==> src/rtl/gpio_pkg.sv <==
package gpio_pkg;

    // Register index inside a bank (address bits [1:0]); the read path decodes it too.
    typedef enum logic [1:0] {
        REG_LEVEL    = 2'd0,
        REG_DRIVE_LO = 2'd1,
        REG_RELEASE  = 2'd2,
        REG_SPARE    = 2'd3
    } bank_reg_e;

    localparam int REG_SEL_W = 2;

endpackage

==> src/rtl/gpio_sync.sv <==
// Two-flop synchronizer for the pad inputs. It has no reset, so it keeps
// sampling while reset is asserted and is already filled when reset ends.
module gpio_sync #(
    parameter int WIDTH = 75
) (
    input  logic             clk_i,
    input  logic [WIDTH-1:0] async_i,
    output logic [WIDTH-1:0] sync_o
);

    typedef struct packed {
        logic [WIDTH-1:0] meta;
        logic [WIDTH-1:0] stable;
    } sync_t;

    sync_t st_d, st_q;

    always_comb begin
        st_d        = st_q;
        st_d.meta   = async_i;
        st_d.stable = st_q.meta;
    end

    always_ff @(posedge clk_i) begin
        st_q <= st_d;
    end

    assign sync_o = st_q.stable;

endmodule

==> src/rtl/gpio_bank.sv <==
// Output state for the implemented pins of one bank.
module gpio_bank
    import gpio_pkg::*;
#(
    parameter int PINS = 32
) (
    input  logic            clk_i,
    input  logic            rst_ni,
    input  logic            wr_en_i,
    input  bank_reg_e       reg_sel_i,
    input  logic [PINS-1:0] mask_i,
    output logic [PINS-1:0] out_o,
    output logic [PINS-1:0] oe_o
);

    typedef struct packed {
        logic [PINS-1:0] out;
        logic [PINS-1:0] oe;
    } pin_state_t;

    pin_state_t st_d, st_q;

    always_comb begin
        st_d = st_q;
        if (wr_en_i) begin
            unique case (reg_sel_i)
                REG_LEVEL: begin
                    st_d.out = st_q.out | mask_i;
                    st_d.oe  = st_q.oe | mask_i;
                end
                REG_DRIVE_LO: begin
                    st_d.out = st_q.out & ~mask_i;
                    st_d.oe  = st_q.oe | mask_i;
                end
                REG_RELEASE: begin
                    st_d.oe  = st_q.oe & ~mask_i;
                end
                default: begin
                    st_d = st_q;
                end
            endcase
        end
    end

    always_ff @(posedge clk_i or negedge rst_ni) begin
        if (!rst_ni) begin
            st_q <= '0;
        end else begin
            st_q <= st_d;
        end
    end

    assign out_o = st_q.out;
    assign oe_o  = st_q.oe;

endmodule

==> src/rtl/gpio_snapshot.sv <==
// Loads the synchronized levels once, on the first clock after reset.
module gpio_snapshot #(
    parameter int WIDTH = 64
) (
    input  logic             clk_i,
    input  logic             rst_ni,
    input  logic [WIDTH-1:0] level_i,
    output logic             valid_o,
    output logic [WIDTH-1:0] value_o
);

    typedef struct packed {
        logic             armed;
        logic [WIDTH-1:0] value;
    } snap_t;

    snap_t st_d, st_q;

    always_comb begin
        st_d = st_q;
        if (!st_q.armed) begin
            st_d.armed = 1'b1;
            st_d.value = level_i;
        end
    end

    always_ff @(posedge clk_i or negedge rst_ni) begin
        if (!rst_ni) begin
            st_q <= '0;
        end else begin
            st_q <= st_d;
        end
    end

    assign valid_o = st_q.armed;
    assign value_o = st_q.value;

endmodule

==> src/rtl/gpio_bank_ctrl.sv <==
module gpio_bank_ctrl
    import gpio_pkg::*;
#(
    parameter int NUM_PINS  = 75,
    parameter int ARCH_PINS = 128,
    parameter int BANK_W    = 32,
    parameter int SNAP_PINS = 64,
    parameter int ADDR_W    = 8
) (
    input  logic                clk_i,
    input  logic                rst_ni,
    input  logic                wr_en_i,
    input  logic [ADDR_W-1:0]   addr_i,
    input  logic [BANK_W-1:0]   wr_data_i,
    output logic [BANK_W-1:0]   rd_data_o,
    input  logic [NUM_PINS-1:0] pad_in_i,
    output logic [NUM_PINS-1:0] pad_out_o,
    output logic [NUM_PINS-1:0] pad_oe_o,
    output logic [NUM_PINS-1:0] irq_o
);

    localparam int NUM_BANKS  = (NUM_PINS + BANK_W - 1) / BANK_W;
    localparam int ARCH_BANKS = ARCH_PINS / BANK_W;
    localparam int BANK_SEL_W = $clog2(ARCH_BANKS);
    localparam int SNAP_WORDS = SNAP_PINS / BANK_W;
    localparam int SNAP_SEL_W = $clog2(SNAP_WORDS);
    localparam int BANK_TOP   = REG_SEL_W + BANK_SEL_W;

    // Address decode
    logic                  in_bank, in_snap;
    logic [BANK_SEL_W-1:0] bank_idx;
    logic [SNAP_SEL_W-1:0] snap_word;
    bank_reg_e             reg_sel;

    assign in_bank   = !addr_i[ADDR_W-1] && (addr_i[ADDR_W-2:BANK_TOP] == '0);
    assign in_snap   = addr_i[ADDR_W-1] && (addr_i[ADDR_W-2:SNAP_SEL_W] == '0);
    assign bank_idx  = addr_i[BANK_TOP-1:REG_SEL_W];
    assign reg_sel   = bank_reg_e'(addr_i[REG_SEL_W-1:0]);
    assign snap_word = addr_i[SNAP_SEL_W-1:0];

    // Pad input synchronization
    logic [NUM_PINS-1:0] lvl_sync;

    gpio_sync #(
        .WIDTH (NUM_PINS)
    ) i_sync (
        .clk_i   (clk_i),
        .async_i (pad_in_i),
        .sync_o  (lvl_sync)
    );

    assign irq_o = lvl_sync;

    // Per-bank output state
    for (genvar b = 0; b < NUM_BANKS; b++) begin : g_bank
        localparam int REM    = NUM_PINS - b * BANK_W;
        localparam int PINS_B = (REM < BANK_W) ? REM : BANK_W;
        logic bank_wr;

        assign bank_wr = wr_en_i && in_bank && (int'(bank_idx) == b);

        gpio_bank #(
            .PINS (PINS_B)
        ) i_bank (
            .clk_i     (clk_i),
            .rst_ni    (rst_ni),
            .wr_en_i   (bank_wr),
            .reg_sel_i (reg_sel),
            .mask_i    (wr_data_i[PINS_B-1:0]),
            .out_o     (pad_out_o[b*BANK_W +: PINS_B]),
            .oe_o      (pad_oe_o[b*BANK_W +: PINS_B])
        );
    end

    // Power-up level snapshot
    logic [SNAP_PINS-1:0] snap_lvl;
    logic [SNAP_PINS-1:0] snap_val;
    logic                 snap_valid;

    if (NUM_PINS >= SNAP_PINS) begin : g_snap_full
        assign snap_lvl = lvl_sync[SNAP_PINS-1:0];
    end else begin : g_snap_pad
        assign snap_lvl = {{(SNAP_PINS-NUM_PINS){1'b0}}, lvl_sync};
    end

    gpio_snapshot #(
        .WIDTH (SNAP_PINS)
    ) i_snap (
        .clk_i   (clk_i),
        .rst_ni  (rst_ni),
        .level_i (snap_lvl),
        .valid_o (snap_valid),
        .value_o (snap_val)
    );

    // Read path: levels padded out to the full architectural width
    logic [ARCH_PINS-1:0] lvl_arch;
    assign lvl_arch = {{(ARCH_PINS-NUM_PINS){1'b0}}, lvl_sync};

    always_comb begin
        rd_data_o = '0;
        if (in_bank) begin
            if (reg_sel == REG_LEVEL) begin
                rd_data_o = lvl_arch[int'(bank_idx)*BANK_W +: BANK_W];
            end
        end else if (in_snap) begin
            rd_data_o = snap_val[int'(snap_word)*BANK_W +: BANK_W];
        end
    end

endmodule

==> config.mk <==
export PLATFORM = sky130hd
export DESIGN_NAME = gpio_bank_ctrl
export DESIGN_NICKNAME = d
export VERILOG_FILES = /design/src/rtl/gpio_pkg.sv /design/src/rtl/gpio_sync.sv /design/src/rtl/gpio_bank.sv /design/src/rtl/gpio_snapshot.sv /design/src/rtl/gpio_bank_ctrl.sv
export SDC_FILE = /design/constraint.sdc
export NUM_CORES = 1
export LEC_CHECK = 0
export BUFFER_PORTS_ARGS = -buffer_cell sky130_fd_sc_hd__buf_2
export CAP_MARGIN = 0
export CORE_AREA = 2 2 157 159
export DETAILED_ROUTE_END_ITERATION = 8
export DIE_AREA = 0 0 159 161
export MAX_ROUTING_LAYER = met4
export PLACE_DENSITY = 0.91
export SYNTH_ARGS = -nofsm -noshare
export SYNTH_HDL_FRONTEND = slang
export SYNTH_SLANG_ARGS = --single-unit
==> constraint.sdc <==
create_clock -name clk_i -period 3 [get_ports clk_i]
set_input_delay 0.3 -clock clk_i [delete_from_list [all_inputs] [get_ports clk_i]]
set_output_delay 0.3 -clock clk_i [all_outputs]
set_load 0.02 [all_outputs]
==> results.json, run 1 <==
{
  "cts_buffer_depth": 3,
  "cp-start-kind": "input port",
  "path_max_fanout": 32,
  "worstPathRequired_ns": 2.70,
  "skew_ns": 0.0180,
  "grt_first_pass_wirelength_um": 62300,
  "syn-instance-count": 1010,
  "dpl_worst_slack_ns": 0.851,
  "whs_ns": 0.101,
  "cpMostUsedCell": "buf_2",
  "fin_crit_sh_pct": 69.6,
  "tns_ns": 0,
  "nFillCells": 1503,
  "rsz0062_at_grt": "false",
  "cp-startpoint": "addr_i[1]",
  "power_density_nw_per_um2": 646,
  "arrival_ns": 1.79,
  "tightest_slew_ns": 0.806,
  "antenna_found_initial": 0,
  "grt_max_degree": 115,
  "fp-row-count": 57,
  "hold_violations": 0,
  "syn_area_sq_um": 13000,
  "cts_tree": "done",
  "insertedDiodeCount": 0,
  "slew_viol_final": 0,
  "post_cts_buffers": 0,
  "io_pins": 375,
  "wl_um": 40300,
  "synth_area_leaders": "dfrtp_1 (41%), dfxtp_1 (23%), mux2i_1 (11%)",
  "ant_nets": 0,
  "clock.fmax_ghz": 0.479,
  "drt_pass1_iterations": 5,
  "nNetsFinal": 1547,
  "via_per_inst": 5.78,
  "max-vdd-ir-drop_mv": 0.599,
  "slew_headroom_pct": 46.2,
  "syn_avg_cell_area_sq_um": 12.9,
  "yosys_warnings": 0,
  "hold_class": "in -> reg",
  "critPathMaxStageDelay_ns": 0.35,
  "cts.reportedPaths.clkPinSlew_ns": 0.06,
  "cp-endpoint": "rd_data_o[16]",
  "max_cap_violations": 0,
  "cp_slowest_cell": "nor4_4",
  "r2r_start": "i_snap.valid_o",
  "cts.sinks": 365,
  "layout_min_cycle_time_ns": 2.09,
  "final_layout_size_suffix_gt1_share_pct": 35.6,
  "cts_made_buffers": 36,
  "die_area_sq_um": 25600,
  "setup_ws_ns": 0.913,
  "io_buffers": 374,
  "cts_max_level": 2,
  "cts_root_buf": "clkbuf_16",
  "place_area_sq_um": 15100,
  "cts_resized": 0,
  "syn_nets": 1128,
  "grt_pass1_vias": 10700,
  "finalWeightedCongestion": 0.854,
  "grt.total_usage_pct": 32.0,
  "total_power_mw": 11.0,
  "insertion_delay_ns": 0.51,
  "die_h_um": 161,
  "drt_iter0_drc": 1061,
  "start_util_pct": 54.2,
  "vias": 10300,
  "synth-seq-area-share_pct": 64.5,
  "ff2ff_path_depth": 2,
  "crit_type": "in -> out",
  "crit_chain": "buf_2, nor4_4, nand3_1, buf_4, o22ai_1, buf_2",
  "r2r_setup_slack_ns": 1.32,
  "core_area_sq_um": 24000,
  "drc_errors": 0,
  "syn_to_final_growth_pct": 30.8,
  "drt-wirelength-per-cell_um": 22.7,
  "status": "finished, final reports clean",
  "overflow": 0,
  "leakage_nw": 8.72,
  "ys_seq_elements": 365,
  "setup_violations": 0,
  "cp-end-kind": "output port",
  "synth_top_cell_area_share_pct": 41.4,
  "r2r-end": "i_snap.value_o[35]",
  "synth_top_cell_by_area": "dfrtp_1",
  "finish.instance_area_sq_um": 17000,
  "hpwl_um": 22800,
  "synth_cell_types": 24,
  "fp.dieW_um": 159
}
[worst max-delay path: cells and delay by family]
kind	cells	cell delay, ns
buffers and inverters	3	0.64
AO/OA/AOI/OAI	1	0.35
AND/OR/NAND/NOR	2	0.48
[layout make-up]
cell class	count	area [sq um]	share of cell area [%]
repair buffers	465	2860	16.8
clock inverters	18	128	0.751
clock buffers	45	985	5.79
multi-input cells	486	3960	23.3
well taps	324	405	2.38
flip-flops and latches	365	8380	49.3
inverters	75	282	1.66
[metrics by stage]
| stage | utilization, % | cells |
|---|---|---|
| after global placement | 63.1 | 1639 |
| after detailed placement | 63.1 | 1639 |
| after global routing | 70.9 | 1778 |
| final | 70.9 | 1778 |
| after CTS | 70.9 | 1778 |
| after floorplan | - | 1010 |
[placed cells by master, fill, tap and decap left out, types with 4 or more instances in the layout]
cell type	netlist	routed
buf_2	36	372
dfrtp_1	215	214
nand3_1	151	151
dfxtp_1	150	150
mux2i_1	139	139
dlygate4sd3_1	0	76
inv_1	75	75
a22o_1	75	75
mux2_2	64	64
clkbuf_16	0	36
o22ai_1	32	32
a2bb2oi_1	11	11
buf_4	5	8
buf_12	0	8
clkinv_2	0	7
clkbuf_8	0	6
clkbuf_1	39	4
[layer usage]
metal	wire, um	up-vias	track usage (%)
met5	0	-	-
met4	1910	0	15.5
met3	3260	137	6.60
met2	20100	700	52.1
met1	15100	5056	38.4
li1	-	4385	-
[cells by family after synthesis]
group	after synthesis	synth area share, %
buf+inv	159	5.08
other cells	1	0.0289
compound gates	118	7.34
flops	365	64.5
mux	203	16.3
simple gates	164	6.79
[repair_timing]
action	4_1_cts	5_1_grt
hold endpoints to repair	290	0
setup endpoints to repair	0	0
hold buffers	76	0
[cells in the mapped netlist (all sizes together)]
cell     instances
buf             45
nor4             2
nor4b            1
a2bb2oi         11
nor2b            1
inv             75
nand3          151
dfxtp          150
a22o            75
o22ai           32
conb             1
mux2i          139
nor2             2
mux2            64
clkbuf          39
and4bb           2
dfrtp          215
and2             3
nand2            1
nand3b           1
[where the power goes]
part	total, mW	internal (mW)	switching (mW)	leakage (nW)
registers	5.46	5.22	0.239	3.72
logic	1.20	0.497	0.706	4.44
clock network	4.31	2.36	1.95	0.549
[worst min-delay path by stage]
stage	from	end	slack [ns]	cells past startpoint
floorplan	rst_ni	async pin	0.004	0
global placement	rst_ni	async pin	0.12	1
detailed placement	rst_ni	async pin	0.12	1
CTS	wr_data_i[18]	flop	0.08	2
global route	wr_data_i[18]	flop	0.1	2
finish	wr_data_i[18]	flop	0.10	2
Note: power is estimated with default switching activity, not from simulation.
==> run 2, diff against run 1 <==
--- a/config.mk
+++ b/config.mk
@@ -7,11 +7,11 @@
 export LEC_CHECK = 0
 export BUFFER_PORTS_ARGS = -buffer_cell sky130_fd_sc_hd__buf_2
 export CAP_MARGIN = 0
-export CORE_AREA = 2 2 157 159
+export CORE_AREA = 2 2 162 164
 export DETAILED_ROUTE_END_ITERATION = 8
-export DIE_AREA = 0 0 159 161
+export DIE_AREA = 0 0 164 166
 export MAX_ROUTING_LAYER = met4
-export PLACE_DENSITY = 0.91
+export PLACE_DENSITY = 0.87
 export SYNTH_ARGS = -nofsm -noshare
 export SYNTH_HDL_FRONTEND = slang
 export SYNTH_SLANG_ARGS = --single-unit
==> constraint.sdc (replaced) <==
create_clock -name clk_i -period 2.1 [get_ports clk_i]
set_input_delay 0.21 -clock clk_i [delete_from_list [all_inputs] [get_ports clk_i]]
set_output_delay 0.21 -clock clk_i [all_outputs]
set_load 0.02 [all_outputs]
==> run 2 against run 1 <==
Compared with the run above: sequential power increased by 42%; via count decreased by 0.20%; combinational power increased by 48%; wire length decreased by 0.79%; sequential cell count unchanged; sequential share of layout area decreased by 1.2 points; critical path depth unchanged; final cell count increased by 2.0%; count of clock-buffer cells in the layout increased by 4; worst setup slack got worse by 0.80 ns; non-clock buffer count increased by 22; largest cell class unchanged.
==> results.json, run 2 (synthesized netlist as in run 1, its figures left out) <==
{
  "cts.sinks": 365,
  "cts_made_buffers": 37,
  "insertedDiodeCount": 0,
  "via_per_inst": 5.65,
  "crit_type": "in -> out",
  "start_util_pct": 50.7,
  "fp.dieW_um": 164,
  "final_layout_size_suffix_gt1_share_pct": 36.2,
  "arrival_ns": 1.78,
  "die_area_sq_um": 27200,
  "p_int_mw": 12.3,
  "antenna_found_initial": 0,
  "cts_tree": "done",
  "slew_viol_final": 0,
  "drt_pass1_iterations": 5,
  "cts_max_level": 2,
  "syn_to_final_growth_pct": 34.2,
  "status": "finished, final reports clean",
  "grt_max_degree": 108,
  "instances_no_fill": 1814,
  "fin_crit_sh_pct": 94.8,
  "setup_violations": 0,
  "die_h_um": 166,
  "p_clk_share_pct": 42.2,
  "hold_class": "in -> reg",
  "io_pins": 375,
  "post-place-cells": 1666,
  "layout_min_cycle_time_ns": 1.99,
  "io_buffers": 374,
  "worstPathRequired_ns": 1.89,
  "setup_ws_ns": 0.110,
  "dpl_worst_slack_ns": 0.0261,
  "switchingPower_mw": 4.16,
  "core_area_sq_um": 25600,
  "nNetsFinal": 1570,
  "wl_um": 40000,
  "ant_nets": 0,
  "tightest_slew_ns": 0.598,
  "hpwl_um": 23300,
  "slew_headroom_pct": 60.2,
  "p_comb_share_pct": 10.7,
  "cp-start-kind": "input port",
  "max_cap_violations": 0,
  "power_density_nw_per_um2": 945,
  "seqPwrFrac_pct": 47.1,
  "cts.reportedPaths.clkPinSlew_ns": 0.07,
  "cp-end-kind": "output port",
  "grt.total_usage_pct": 30.3,
  "swShare_pct": 25.2,
  "max-vdd-ir-drop_mv": 0.961,
  "drc_errors": 0,
  "layout_common_cells": "buf_2 (372), dfrtp_1 (214), nand3_1 (151)",
  "hold_violations": 0,
  "fp-row-count": 59,
  "skew_ns": 0.0128,
  "tns_ns": 0,
  "final_common_cell": "buf_2",
  "finalWeightedCongestion": 0.869,
  "cts_root_buf": "clkbuf_16",
  "cts_buffer_depth": 3,
  "clock.fmax_ghz": 0.502,
  "overflow": 0,
  "leakage_nw": 8.94,
  "rsz0062_at_grt": "false",
  "grt_pass1_vias": 10800,
  "insertion_delay_ns": 0.51,
  "drt_iter0_drc": 1125,
  "vias": 10300,
  "grt_first_pass_wirelength_um": 62400,
  "path_max_fanout": 32,
  "drt-wirelength-per-cell_um": 22.0
}
run 2: power by group through the flow:
| stage | combinational, mW | clock, mW | sequential (mW) |
|---|---|---|---|
| final | 1.77 | 6.95 | 7.76 |
| after floorplan | 0.572 | 0 | 8.11 |
| after detailed placement | 1.59 | 0 | 7.85 |
| after global placement | 1.55 | 0 | 7.83 |
| after CTS | 1.73 | 6.94 | 7.73 |
| after global routing | 1.88 | 7.32 | 7.80 |
run 2: worst paths after layout:
path                                  from                 end  slack, ns  cells past startpoint
min reg2reg                i_sync.st_d[55]   i_sync.sync_o[55]       0.31                      0
max reg2reg                 i_snap.valid_o  i_snap.value_o[39]       0.83                      2
min                          wr_data_i[16]                flop       0.03                      2
min in group asynchronous           rst_ni           async pin       0.27                      2
max                              addr_i[0]        rd_data_o[8]       0.11                      6
max in group asynchronous           rst_ni  i_snap.value_o[53]       1.17                      3
run 2: area by class of cell:
cell class,instances,area (sq um)
fillers,1655,8180
repair buffers,487,3100
flip-flops and latches,365,8380
inverters,75,282
well taps,335,419
multi-input cells,486,3960
clock buffers,49,1070
clock inverters,17,208
run 2: what timing repair did:
action | CTS | global route
buffers inserted | 0 | 0
hold endpoints to repair | 145 | 0
resized for setup | 0 | 2
hold buffers | 82 | 0
setup endpoints to repair | 0 | 11
run 2: per-stage QoR:
step / util [%] / total power, mW / hold slack, ns / cell area, sq um
final: 68.1 / 16.5 / 0.0255 / 17400
after global placement: 59.8 / 9.37 / 0.222 / 15300
after detailed placement: 59.8 / 9.45 / 0.227 / 15300
after CTS: 68.0 / 16.4 / 0.000421 / 17400
after floorplan: - / 8.69 / -0.0856 / 13000
after global routing: 68.1 / 17.0 / 0.0167 / 17400
run 2: worst max-delay path, stage by stage:
cell     delay [ns]
buf_4          0.15
nor4_4         0.31
buf_6          0.30
nand2_2        0.24
o22ai_1        0.33
buf_2          0.23
run 2: metal layers:
layer | vias to the layer above | share of wire [%] | track usage (%)
met5 | - | 0 | -
met4 | 0 | 4.3 | 12.2
met3 | 133 | 8.5 | 6.34
met2 | 642 | 49 | 49.6
met1 | 5045 | 38 | 36.8
li1 | 4437 | - | -
